`config.mk`:
```
export PLATFORM = sky130hd
export DESIGN_NAME = ser_reg_port
export DESIGN_NICKNAME = d
export VERILOG_FILES = /design/src/rtl/ser_reg_pkg.sv /design/src/rtl/ser_edge_sync.sv /design/src/rtl/ser_port_ctrl.sv /design/src/rtl/ser_regbank.sv /design/src/rtl/ser_reg_port.sv
export SDC_FILE = /design/constraint.sdc
export NUM_CORES = 1
export LEC_CHECK = 0
export CELL_PAD_IN_SITES_DETAIL_PLACEMENT = 0
export CELL_PAD_IN_SITES_GLOBAL_PLACEMENT = 2
export CORE_AREA = 2 2 153 155
export DETAILED_ROUTE_END_ITERATION = 10
export DIE_AREA = 0 0 155 157
export GPL_TIMING_DRIVEN = 0
export PLACE_DENSITY = 0.92
export SETUP_SLACK_MARGIN = 0.5
export SLEW_MARGIN = 0
export SYNTH_ARGS = -nofsm -noshare
export SYNTH_HDL_FRONTEND = slang
export SYNTH_SLANG_ARGS = --single-unit
export TNS_END_PERCENT = 20
```
`constraint.sdc`:
```
create_clock -name clk -period 4.01 [get_ports clk]
set_input_delay 0.802 -clock clk [delete_from_list [all_inputs] [get_ports clk]]
set_output_delay 0.802 -clock clk [all_outputs]
set_load 0.01 [all_outputs]
```
`src/rtl/ser_reg_pkg.sv`:
```
// Package: shared state encoding, command-byte field positions and
// bit-reversal helpers for the serial register port.
package ser_reg_pkg;

    typedef enum logic [1:0] {
        PS_CMD = 2'd0,
        PS_WR  = 2'd1,
        PS_RD  = 2'd2
    } port_state_t;

    localparam int CMD_W        = 8;
    localparam int CMD_ACC_BIT  = 7;
    localparam int CMD_RD_BIT   = 6;
    localparam int CMD_WIDE_BIT = 5;
    localparam int ADDR_W       = 5;
    localparam int WORD_W       = 16;
    localparam int BYTE_W       = 8;

    // Reverse the order of the bits in a byte.
    function automatic logic [BYTE_W-1:0] rev8(input logic [BYTE_W-1:0] v);
        logic [BYTE_W-1:0] r;
        for (int i = 0; i < BYTE_W; i++) r[i] = v[BYTE_W-1-i];
        return r;
    endfunction

    // Reverse the order of the bits in a 16-bit word.
    function automatic logic [WORD_W-1:0] rev16(input logic [WORD_W-1:0] v);
        logic [WORD_W-1:0] r;
        for (int i = 0; i < WORD_W; i++) r[i] = v[WORD_W-1-i];
        return r;
    endfunction

endpackage

```
`src/rtl/ser_edge_sync.sv`:
```
// Module: ser_edge_sync
// Brings sclk, cs_n and din into the clk domain through STAGES-deep
// synchronisers. It then detects the selected active sclk edge and the
// rising (deselect) edge of chip select.
// Assumes: rise_sel is static while chip select is low, and the serial
// clock runs well below clk/(2*(STAGES+1)).
module ser_edge_sync #(
    parameter int STAGES = 2
) (
    input  logic clk,
    input  logic rst_n,
    input  logic sclk,
    input  logic cs_n,
    input  logic din,
    input  logic rise_sel,
    output logic act_edge,
    output logic cs_act,
    output logic cs_rise,
    output logic din_s
);

    localparam int LAST = STAGES - 1;

    logic [STAGES-1:0] sclk_q;
    logic [STAGES-1:0] cs_q;
    logic [STAGES-1:0] din_q;
    logic              sclk_d;
    logic              cs_d;
    logic              sclk_rise;
    logic              sclk_fall;

    // Synchroniser chains plus one history flop for edge detection.
    always_ff @(posedge clk) begin
        if (!rst_n) begin
            sclk_q <= '0;
            cs_q   <= '1;
            din_q  <= '0;
            sclk_d <= 1'b0;
            cs_d   <= 1'b1;
        end else begin
            sclk_q[0] <= sclk;
            cs_q[0]   <= cs_n;
            din_q[0]  <= din;
            for (int i = 1; i < STAGES; i++) begin
                sclk_q[i] <= sclk_q[i-1];
                cs_q[i]   <= cs_q[i-1];
                din_q[i]  <= din_q[i-1];
            end
            sclk_d <= sclk_q[LAST];
            cs_d   <= cs_q[LAST];
        end
    end

    // Edge decode in the clk domain; edges count only while selected.
    always_comb begin
        sclk_rise = sclk_q[LAST] & ~sclk_d;
        sclk_fall = ~sclk_q[LAST] & sclk_d;
        cs_act    = ~cs_q[LAST];
        cs_rise   = cs_q[LAST] & ~cs_d;
        act_edge  = cs_act & (rise_sel ? sclk_rise : sclk_fall);
        din_s     = din_q[LAST];
    end

endmodule

```
`src/rtl/ser_port_ctrl.sv`:
```
// Module: ser_port_ctrl
// Serial protocol engine. It collects the command byte, then either
// collects write data or shifts read data out. On completion it issues
// the write-commit and read strobes.
// Assumes: act_edge is already qualified by chip select, and look_word
// is a combinational read of the register bank at look_addr.
module ser_port_ctrl
    import ser_reg_pkg::*;
(
    input  logic              clk,
    input  logic              rst_n,
    input  logic              act_edge,
    input  logic              cs_rise,
    input  logic              din_s,
    input  logic              lsb_cfg,
    input  logic [WORD_W-1:0] look_word,
    output logic [ADDR_W-1:0] look_addr,
    output logic              commit,
    output logic [ADDR_W-1:0] cmd_addr,
    output logic              cmd_wide,
    output logic [WORD_W-1:0] wr_word,
    output logic              rd_stb,
    output logic              sdo,
    output logic              rd_phase
);

    port_state_t       state;
    logic [3:0]        cnt;
    logic [WORD_W-1:0] in_sr;
    logic [WORD_W-1:0] out_sr;
    logic              lsb_q;
    logic [CMD_W-1:0]  byte_next;
    logic [WORD_W-1:0] word_next;
    logic [WORD_W-1:0] load_val;
    logic [WORD_W-1:0] wr_fmt;
    logic              data_last;

    // Next shift-register images and the formatted load/commit values.
    always_comb begin
        word_next = {in_sr[WORD_W-2:0], din_s};
        byte_next = word_next[CMD_W-1:0];
        look_addr = byte_next[ADDR_W-1:0];
        if (byte_next[CMD_WIDE_BIT])
            load_val = lsb_cfg ? rev16(look_word) : look_word;
        else
            load_val = {(lsb_cfg ? rev8(look_word[BYTE_W-1:0])
                                 : look_word[BYTE_W-1:0]), {BYTE_W{1'b0}}};
        if (cmd_wide)
            wr_fmt = lsb_q ? rev16(word_next) : word_next;
        else
            wr_fmt = {{BYTE_W{1'b0}}, (lsb_q ? rev8(word_next[BYTE_W-1:0])
                                             : word_next[BYTE_W-1:0])};
        data_last = cmd_wide ? (cnt == 4'd15) : (cnt == 4'd7);
    end

    // Protocol state machine, advanced once per active serial edge.
    always_ff @(posedge clk) begin
        if (!rst_n) begin
            state    <= PS_CMD;
            cnt      <= '0;
            in_sr    <= '0;
            out_sr   <= '0;
            lsb_q    <= 1'b0;
            cmd_addr <= '0;
            cmd_wide <= 1'b0;
            wr_word  <= '0;
            commit   <= 1'b0;
            rd_stb   <= 1'b0;
        end else begin
            commit <= 1'b0;
            rd_stb <= 1'b0;
            if (cs_rise) begin
                state <= PS_CMD;
                cnt   <= '0;
            end else if (act_edge) begin
                in_sr <= word_next;
                cnt   <= cnt + 4'd1;
                unique case (state)
                    PS_CMD: begin
                        if (cnt == 4'd7) begin
                            cnt <= '0;
                            if (byte_next[CMD_ACC_BIT]) begin
                                cmd_addr <= byte_next[ADDR_W-1:0];
                                cmd_wide <= byte_next[CMD_WIDE_BIT];
                                lsb_q    <= lsb_cfg;
                                if (byte_next[CMD_RD_BIT]) begin
                                    state  <= PS_RD;
                                    rd_stb <= 1'b1;
                                    out_sr <= load_val;
                                end else begin
                                    state <= PS_WR;
                                end
                            end
                        end
                    end
                    PS_WR: begin
                        if (data_last) begin
                            state   <= PS_CMD;
                            cnt     <= '0;
                            commit  <= 1'b1;
                            wr_word <= wr_fmt;
                        end
                    end
                    PS_RD: begin
                        out_sr <= {out_sr[WORD_W-2:0], 1'b0};
                        if (data_last) begin
                            state <= PS_CMD;
                            cnt   <= '0;
                        end
                    end
                    default: state <= PS_CMD;
                endcase
            end
        end
    end

    // Serial output bit, and the phase flag that drives the enables.
    always_comb begin
        rd_phase = (state == PS_RD);
        sdo      = rd_phase & out_sr[WORD_W-1];
    end

endmodule

```
`src/rtl/ser_regbank.sv`:
```
// Module: ser_regbank
// Bank of NREG byte registers. The first three are loaded from the
// converter result. The rest are written through commit. Unimplemented
// addresses read as zero.
// Assumes: commit lasts one cycle and cmd_addr/cmd_wide/wr_word are
// held stable around it.
module ser_regbank
    import ser_reg_pkg::*;
#(
    parameter int NREG    = 10,
    parameter int RO_REGS = 3,
    parameter int CFG_REG = 3,
    parameter int RES_W   = 12,
    parameter int NFLAG   = 4
) (
    input  logic              clk,
    input  logic              rst_n,
    input  logic              res_load,
    input  logic [RES_W-1:0]  res_value,
    input  logic [NFLAG-1:0]  res_flags,
    input  logic [ADDR_W-1:0] look_addr,
    output logic [WORD_W-1:0] look_word,
    input  logic              commit,
    input  logic [ADDR_W-1:0] cmd_addr,
    input  logic              cmd_wide,
    input  logic [WORD_W-1:0] wr_word,
    output logic              wr_ok,
    output logic              lsb_cfg
);

    localparam int PAD = WORD_W - RES_W - 1;
    localparam int AX  = ADDR_W + 1;

    logic [NREG-1:0][BYTE_W-1:0] regs;
    logic [WORD_W-1:0]           res_word;
    logic [BYTE_W-1:0]           flag_byte;
    logic [AX-1:0]               lo_a;
    logic [AX-1:0]               hi_a;
    logic [AX-1:0]               la;
    logic [AX-1:0]               lb;
    logic                        lo_ok;
    logic                        hi_ok;
    logic [BYTE_W-1:0]           lo_b;
    logic [BYTE_W-1:0]           hi_b;

    // Result packing and write-address acceptance.
    always_comb begin
        res_word  = {res_value, {PAD{1'b0}}, |res_flags};
        flag_byte = {{(BYTE_W-NFLAG){1'b0}}, res_flags};
        lo_a      = {1'b0, cmd_addr};
        hi_a      = lo_a + AX'(1);
        lo_ok     = (lo_a >= AX'(RO_REGS)) && (lo_a < AX'(NREG));
        hi_ok     = cmd_wide && (hi_a >= AX'(RO_REGS)) && (hi_a < AX'(NREG));
        wr_ok     = commit & (lo_ok | hi_ok);
    end

    // One register per generate branch, chosen by its role.
    for (genvar g = 0; g < NREG; g++) begin : g_reg
        logic [BYTE_W-1:0] q;
        if (g == 0) begin : g_res_lo
            // Low result byte with the overload OR in bit 0.
            always_ff @(posedge clk) begin
                if (!rst_n)        q <= '0;
                else if (res_load) q <= res_word[BYTE_W-1:0];
            end
        end else if (g == 1) begin : g_res_hi
            // High result byte.
            always_ff @(posedge clk) begin
                if (!rst_n)        q <= '0;
                else if (res_load) q <= res_word[WORD_W-1:BYTE_W];
            end
        end else if (g < RO_REGS) begin : g_flags
            // Individual out-of-range flags.
            always_ff @(posedge clk) begin
                if (!rst_n)        q <= '0;
                else if (res_load) q <= flag_byte;
            end
        end else begin : g_cfg
            // Host-writable configuration byte.
            always_ff @(posedge clk) begin
                if (!rst_n)
                    q <= '0;
                else if (commit && lo_ok && lo_a == AX'(g))
                    q <= wr_word[BYTE_W-1:0];
                else if (commit && hi_ok && hi_a == AX'(g))
                    q <= wr_word[WORD_W-1:BYTE_W];
            end
        end
        assign regs[g] = q;
    end

    // Combinational read port: a byte pair, zero outside the bank.
    always_comb begin
        la   = {1'b0, look_addr};
        lb   = la + AX'(1);
        lo_b = '0;
        hi_b = '0;
        for (int i = 0; i < NREG; i++) begin
            if (la == AX'(i)) lo_b = regs[i];
            if (lb == AX'(i)) hi_b = regs[i];
        end
        look_word = {hi_b, lo_b};
        lsb_cfg   = regs[CFG_REG][0];
    end

endmodule

```
`src/rtl/ser_reg_port.sv`:
```
// Module: ser_reg_port (top)
// Serial register port. It has a selectable active clock edge and an
// optional 2-wire output mirror, and it issues parallel read/write
// strobes toward the device core.
// Assumes: pad tri-state buffers live outside and use the *_oe outputs.
module ser_reg_port
    import ser_reg_pkg::*;
#(
    parameter int NREG        = 10,
    parameter int RES_W       = 12,
    parameter int NFLAG       = 4,
    parameter int SYNC_STAGES = 2
) (
    input  logic              clk,
    input  logic              rst_n,
    input  logic              sclk,
    input  logic              cs_n,
    input  logic              edge_rise,
    input  logic              two_wire,
    input  logic              din,
    output logic              dout,
    output logic              dout_oe,
    output logic              din_o,
    output logic              din_oe,
    input  logic              res_load,
    input  logic [RES_W-1:0]  res_value,
    input  logic [NFLAG-1:0]  res_flags,
    output logic              wr_stb,
    output logic [4:0]        wr_addr,
    output logic              wr_wide,
    output logic [15:0]       wr_data,
    output logic              rd_stb,
    output logic [4:0]        rd_addr,
    output logic              rd_wide
);

    localparam int RO_REGS = 3;
    localparam int CFG_REG = 3;

    logic              act_edge;
    logic              cs_act;
    logic              cs_rise;
    logic              din_s;
    logic              lsb_cfg;
    logic [WORD_W-1:0] look_word;
    logic [ADDR_W-1:0] look_addr;
    logic              commit;
    logic [ADDR_W-1:0] cmd_addr;
    logic              cmd_wide;
    logic [WORD_W-1:0] wr_word;
    logic              rd_pulse;
    logic              sdo;
    logic              rd_phase;
    logic              wr_ok;

    ser_edge_sync #(.STAGES(SYNC_STAGES)) u_sync (
        .clk      (clk),
        .rst_n    (rst_n),
        .sclk     (sclk),
        .cs_n     (cs_n),
        .din      (din),
        .rise_sel (edge_rise),
        .act_edge (act_edge),
        .cs_act   (cs_act),
        .cs_rise  (cs_rise),
        .din_s    (din_s)
    );

    ser_port_ctrl u_ctrl (
        .clk       (clk),
        .rst_n     (rst_n),
        .act_edge  (act_edge),
        .cs_rise   (cs_rise),
        .din_s     (din_s),
        .lsb_cfg   (lsb_cfg),
        .look_word (look_word),
        .look_addr (look_addr),
        .commit    (commit),
        .cmd_addr  (cmd_addr),
        .cmd_wide  (cmd_wide),
        .wr_word   (wr_word),
        .rd_stb    (rd_pulse),
        .sdo       (sdo),
        .rd_phase  (rd_phase)
    );

    ser_regbank #(
        .NREG    (NREG),
        .RO_REGS (RO_REGS),
        .CFG_REG (CFG_REG),
        .RES_W   (RES_W),
        .NFLAG   (NFLAG)
    ) u_bank (
        .clk       (clk),
        .rst_n     (rst_n),
        .res_load  (res_load),
        .res_value (res_value),
        .res_flags (res_flags),
        .look_addr (look_addr),
        .look_word (look_word),
        .commit    (commit),
        .cmd_addr  (cmd_addr),
        .cmd_wide  (cmd_wide),
        .wr_word   (wr_word),
        .wr_ok     (wr_ok),
        .lsb_cfg   (lsb_cfg)
    );

    // Pin-level outputs and strobe fan-out.
    always_comb begin
        dout    = sdo;
        dout_oe = cs_act;
        din_o   = sdo;
        din_oe  = two_wire & cs_act & rd_phase;
        wr_stb  = wr_ok;
        wr_addr = cmd_addr;
        wr_wide = cmd_wide;
        wr_data = wr_word;
        rd_stb  = rd_pulse;
        rd_addr = cmd_addr;
        rd_wide = cmd_wide;
    end

endmodule

```
# Word-level counts from Yosys, hierarchy flattened
# Index checks and enable logic that the tools add are counted.
# totals
reg_bits	143
latch_bits	0
mem_bits_rw	0
rom_bits	0
inputBits	24
output_inout_bits	34
wordCells	188
memories	0
# classes
addsub	3
multipliers	0
n_div	0
n_lt_le_gt_ge	4
eq_ne	40
shifts	0
n_mux	56
bitwise	20
n_reduce_logical	40
# ops
op	count
$mux W8	36
$mux W16	7
$eq A6 B3 Y1 const B	8
$eq A5 B3 Y1 const B	8
$pmux W16 S2	1
$eq A6 B4 Y1 const B	4
$eq A5 B4 Y1 const B	4
$logic_and A1 B1 Y1	19
$eq A6 B2 Y1 const B	3
$reduce_bool A2 Y1	8
$eq A5 B2 Y1 const B	3
$add A5 B1 Y6 const B	2
$not A1 Y1	11
$and A1 B1 Y1	8
$mux W2	4
$mux W4	2
$ne A2 B1 Y1 const B	4
$pmux W4 S2	1
$reduce_and A4 Y1	2
$reduce_or A4 Y1	2
$eq A6 B1 Y1 const B	1
$ge A6 B2 Y1 const B	1
$logic_not A6 Y1	1
$lt A6 B4 Y1 const B	1
18 further kinds	22

# Depth between registers and ports, before layout
# Gate-level depths: netlist (run 1).
# depth
depth_word	18
depth_mapped	10
ltp_nobuf	8

# Modules after synthesis
# A second synthesis (run 1) with hierarchy kept.
# hier_totals
cells_unflattened	1052
area_unflattened_um2	8703.3
# modules_own_cells
module	n_inst	cells_each	area_each_um2	seq_area_each_um2
ser_regbank	1	655	5129.9	1461.4
ser_port_ctrl	1	368	3276.9	1241.2
ser_edge_sync	1	21	237.7	160.2
ser_reg_port	1	8	58.8	0.0

# Worst setup path before layout (run 1)
# OpenSTA, ideal clock, no wires.
# synth_path
kind	register to output
startpoint	register u_ctrl.cmd_addr[1]
endpoint	output wr_stb
arrival_time_ns	1.695
t_required_ns	3.208
path_slack_ns	1.513
stages_incl_launch_ff	8
n_path_buf	2
cell_sequence	dfxtp_1 ha_1 clkbuf_1 buf_1 a2111oi_0 o21ai_0 nand2_1 nand2_1
# synth_between
elab_chain_len	6
word_cells_on_any_way	10
cone_classes	add/sub: 1; order compare: 4; bitwise: 2; reduce/logical: 3
# synth_rtl
element	line	source
start, declared	ser_port_ctrl.sv:19	output logic [ADDR_W-1:0] cmd_addr,
start signal, assigned	ser_port_ctrl.sv:83	cmd_addr <= byte_next[ADDR_W-1:0];
$add A5 B1 Y6	ser_regbank.sv:51	hi_a = lo_a + AX'(1);
$ge A6 B2 Y1	ser_regbank.sv:53	hi_ok = cmd_wide && (hi_a >= AX'(RO_REGS)) && (hi_a < AX'(NREG));
$logic_and A1 B1 Y1 (2 in series)	ser_regbank.sv:53	
$or A1 B1 Y1 *	ser_regbank.sv:54	wr_ok = commit & (lo_ok | hi_ok);
$and A1 B1 Y1 *	ser_regbank.sv:54	
end, declared	ser_reg_port.sv:28	output logic wr_stb,
# Every way passes the cells marked *; elsewhere a longest branch is shown, timed or not.

# Worst setup path after layout (run 1)
# layout_path
startpoint	register u_ctrl.in_sr[1]
endpoint	register u_ctrl.out_sr[4]
# layout_between
elab_chain_len	17
word_cells_on_any_way	45
cone_classes	add/sub: 1; eq/ne: 18; mux: 25; reduce/logical: 1
# layout_rtl
element	line	source
start, declared	ser_port_ctrl.sv:29	logic [WORD_W-1:0] in_sr;
start signal, assigned	ser_port_ctrl.sv:76	in_sr <= word_next;
$add A5 B1 Y6 or $logic_not A5 Y1 (tied branches)	ser_regbank.sv:95, ser_regbank.sv:99	
$eq A6 B1 Y1 or $mux W8 (tied branches)	ser_regbank.sv:100, ser_regbank.sv:99	
$mux W8, on equally long branches (9 in series)	ser_regbank.sv:100, ser_regbank.sv:99	
$mux W16 *	ser_port_ctrl.sv:44	load_val = lsb_cfg ? rev16(look_word) : look_word;
$mux W16 *	ser_port_ctrl.sv:43	if (byte_next[CMD_WIDE_BIT])
$mux W16 *	ser_port_ctrl.sv:86	if (byte_next[CMD_RD_BIT]) begin
$mux W16 *	ser_port_ctrl.sv:82	if (byte_next[CMD_ACC_BIT]) begin
$mux W16 *	ser_port_ctrl.sv:80	if (cnt == 4'd7) begin
$pmux W16 S2 *	ser_port_ctrl.sv:78	unique case (state)
end signal, assigned	ser_port_ctrl.sv:89	out_sr <= load_val;
end signal, assigned	ser_port_ctrl.sv:105	out_sr <= {out_sr[WORD_W-2:0], 1'b0};
end, declared	ser_port_ctrl.sv:30	logic [WORD_W-1:0] out_sr;
# Every way passes the cells marked *; elsewhere a longest branch is shown, timed or not. The select of a mux whose other input is x is not followed.
# A chain may end at the register's enable or synchronous reset.

==> results.sh, run 1 <==
export IMPL_die_area_um2=24340
export IMPL_synth_nets=1161
export IMPL_crit_required_ns=4.34
export IMPL_ys_seq_area_share_pct=33.52
export IMPL_clk_latency_ns=0.44
export IMPL_slowest_stage="nor3b_1"
export IMPL_grt_usage_pct=28.02
export IMPL_cp_cell_sequence="buf_2, nor3b_1, a32oi_1, a2111oi_0, mux2i_1, a31o_1"
export IMPL_r2r_start="u_ctrl.in_sr[1]$_SDFFE_PN0P_"
export IMPL_root_buffer="clkbuf_16"
export IMPL_synth_edff_count=0
export IMPL_grt_overflow=0
export IMPL_setup_viol=0
export IMPL_hold_path_class="flip-flop to flip-flop"
export IMPL_htree_levels=4
export IMPL_finalCritPeriodShare_pct=88.25
export IMPL_synth_cell_types=79
export IMPL_finalClockSkew_ns=0.01377
export IMPL_drcViolationCount=0
export IMPL_critPathMaxFanout=10
export IMPL_power_density_nw_per_um2=324.6
export IMPL_netlist_top_cells_count="nand2_1 (169), dfxtp_1 (143), nor2_1 (125)"
export IMPL_synth_area_um2=8541
export IMPL_post_drt_wl_per_cell_um=22.50
export IMPL_drt_iter0_drc=944
export IMPL_syn_area_per_cell_um2=7.585
export IMPL_synth_most_common_cell="nand2_1"
export IMPL_cts_clk_slew_worst_paths_ns=0.07
export IMPL_synthFlopType="dfxtp_1"
export IMPL_timing_rr_end="u_ctrl.out_sr[4]$_SDFFE_PN0P_"
export IMPL_reg2reg_depth=6
export IMPL_maxSlewHeadroom_pct=20.08
export IMPL_vias_per_cell=6.073
export IMPL_hold_end="u_sync.cs_q[1]$_SDFF_PN1_"
export IMPL_first_pass_iters=5
export IMPL_fin_cells=1499
export IMPL_crit_type="flip-flop to flip-flop"
export IMPL_synthToLayoutAreaGrowth_pct=17.95
export IMPL_critical_path_arrival_ns=3.87
export IMPL_finalHoldViolCount=0
export IMPL_die_width_um=155
export IMPL_synthArstFlopShare_pct=0
export IMPL_synth_seq_cells=143
export IMPL_rsz0062_at_grt="yes"
export IMPL_yosys_area_top_type_share_pct=33.52
export IMPL_critPathMaxStageDelay_ns=0.98
export IMPL_dpl_cell_count=1467
export IMPL_p_leak_uw=0.003328
export IMPL_place_detailed_hpwl_mm=25.01
export IMPL_synth_top_area_cell="dfxtp_1"
export IMPL_crit_family="compound AO/OA/AOI/OAI gates"
export IMPL_ff2ff_setup_slack_ns=0.47
export IMPL_start_util_pct=37.95
export IMPL_cts_tree="done"
export IMPL_tns_ns=0
export IMPL_grt_pass1_vias=8456
export IMPL_drive_gt1_share_pct=7.249
export IMPL_crit_buf_inv=1
export IMPL_io_buffers=56
export IMPL_grt_max_degree=17
export IMPL_rows=55
export IMPL_num_vias=9103
export IMPL_nets=1236
export IMPL_cts_setup_buffers=0
export IMPL_slew_viol_final=0
export IMPL_start_kind="flip-flop"
export IMPL_netlist_top_cells_area="dfxtp_1 (34%), nand2_1 (7.4%), mux2i_1 (5.5%)"
export IMPL_cts_hold_buf=0
export IMPL_synth_cells=1126
export IMPL_gp_congestion=0.9754
export IMPL_grt_pass1_wl_mm=51.74
export IMPL_totalWireLength_mm=33.73
export IMPL_tightestPinTransition_ns=1.196
export IMPL_io_pins=58
export IMPL_cts_sinks=143
export IMPL_antenna_found_initial=1
export IMPL_clockBufferDepth=2
export IMPL_cts_buffers=17
export IMPL_status="complete, no violations"
export IMPL_maxCapViolCount=0
export IMPL_whs_path_depth=1
export IMPL_die_height_um=157
export IMPL_antenna_left=0
export IMPL_hold_start="u_sync.cs_q[0]$_SDFF_PN1_"
export IMPL_cp_num_cells=6
export IMPL_core_um2=22500
export IMPL_cp_end_kind="flip-flop"
export IMPL_yosys_warnings=0
export IMPL_n_antenna_cell=0
export IMPL_max_freq_mhz=282.6
export IMPL_post_route_min_period_ns=3.539
export IMPL_irDropWorstVdd_uv=243.8
[sequential cells by signal, indices dropped and copies added (netlist names), 2 cells and up]
name and flops:
u_ctrl.cnt 4, u_bank.g.q 73, u_ctrl.state 2, u_ctrl.wr_word 16, u_sync.sclk_q 2, u_ctrl.in_sr 15, u_ctrl.out_sr 16, u_sync.cs_q 2
u_ctrl.cmd_addr 5, u_sync.din_q 2
[worst max path at each step]
| stage | slack [ns] | from | end |
|---|---|---|---|
| after global placement | 0.28 | edge_rise | u_ctrl.cmd_addr[2]$_SDFFE_PN0P_ |
| final | 0.47 | u_ctrl.in_sr[1]$_SDFFE_PN0P_ | u_ctrl.out_sr[4]$_SDFFE_PN0P_ |
| after detailed placement | 0.64 | u_ctrl.cmd_addr[1]$_SDFFE_PN0P_ | wr_stb |
| after global routing | 0.40 | u_ctrl.in_sr[1]$_SDFFE_PN0P_ | u_ctrl.out_sr[4]$_SDFFE_PN0P_ |
| after floorplan | 1.51 | u_ctrl.cmd_addr[1]$_SDFFE_PN0P_ | wr_stb |
| after CTS | 0.54 | u_ctrl.cmd_addr[1]$_SDFFE_PN0P_ | wr_stb |
[placed cells by master, fill, tap and decap left out, drive strengths merged, types with 12 or more instances in the layout]
cell,synthesis,routed
nand2,169,169
dfxtp,143,143
nor2,126,126
clkbuf,70,90
nand3,67,67
a21oi,65,65
clkdlybuf4s50,0,56
a311oi,52,52
mux2i,47,47
o21ai,45,45
buf,43,43
inv,17,22
nor2b,19,19
nor3,15,15
and2,14,14
a211oi,13,13
nand2b,12,12
[stage by stage]
stage	total power, µW	setup slack (ns)	cell area, µm²	utilization [%]	hold slack [ns]
final	3269	0.4714	10070	44.77	0.4230
after global placement	1626	0.2785	9458	42.03	0.3927
after CTS	3278	0.5377	10070	44.76	0.4292
after floorplan	1555	1.513	8541	-	0.3863
after global routing	3347	0.4034	10070	44.77	0.4498
after detailed placement	1625	0.6398	9464	42.06	0.4122
[kinds of logic (layout without fill, tap and decap cells)]
kind of cell	Yosys count	in the layout	share of synthesized area (%)
and+or+nand+nor	497	497	27.88
AOI/OAI and AO/OA	285	285	23.35
DFF	143	143	33.52
buffers and inverters	130	218	6.505
muxes	57	57	6.827
adders and majority gates	11	11	1.611
xor gates and xnor gates	3	3	0.3077
[layout make-up]
class | instances | area (µm²)
Buffer | 113 | 494.2
Tap cell | 285 | 356.6
Fill cell | 2320 | 12430
Sequential cell | 143 | 2865
Multi-Input combinational cell | 853 | 5129
Inverter | 17 | 63.81
Clock inverter | 12 | 147.6
Clock buffer | 20 | 456.7
Timing Repair Buffer | 56 | 560.5
[per-layer routing]
layer,up-vias,track usage (%),part of all wire (%)
met3,80,4.708,8.4
li1,4227,-,-
met5,-,0,0.030
met1,4287,38.76,43
met4,2,11.95,4.1
met2,507,43.11,44
[timing repair]
item,CTS,global route
pin swaps,0,0
setup endpoints to repair,1,4
resized for setup,3,2
[where the power goes]
group          total [µW]  switching, µW  internal (µW)  leakage [µW]
Clock                1670            708            965      0.000290
Combinational         152           94.4           58.1       0.00188
Sequential           1440           10.1           1430       0.00116
Total                3270            813           2460       0.00333
(Power assumes the default switching activity.)
==> run 2: changes to the inputs <==
SLEW_MARGIN = unset   (was 0)
==> results of run 2 <==
The final DEF is identical to that of run 1; final timing and power are the same.
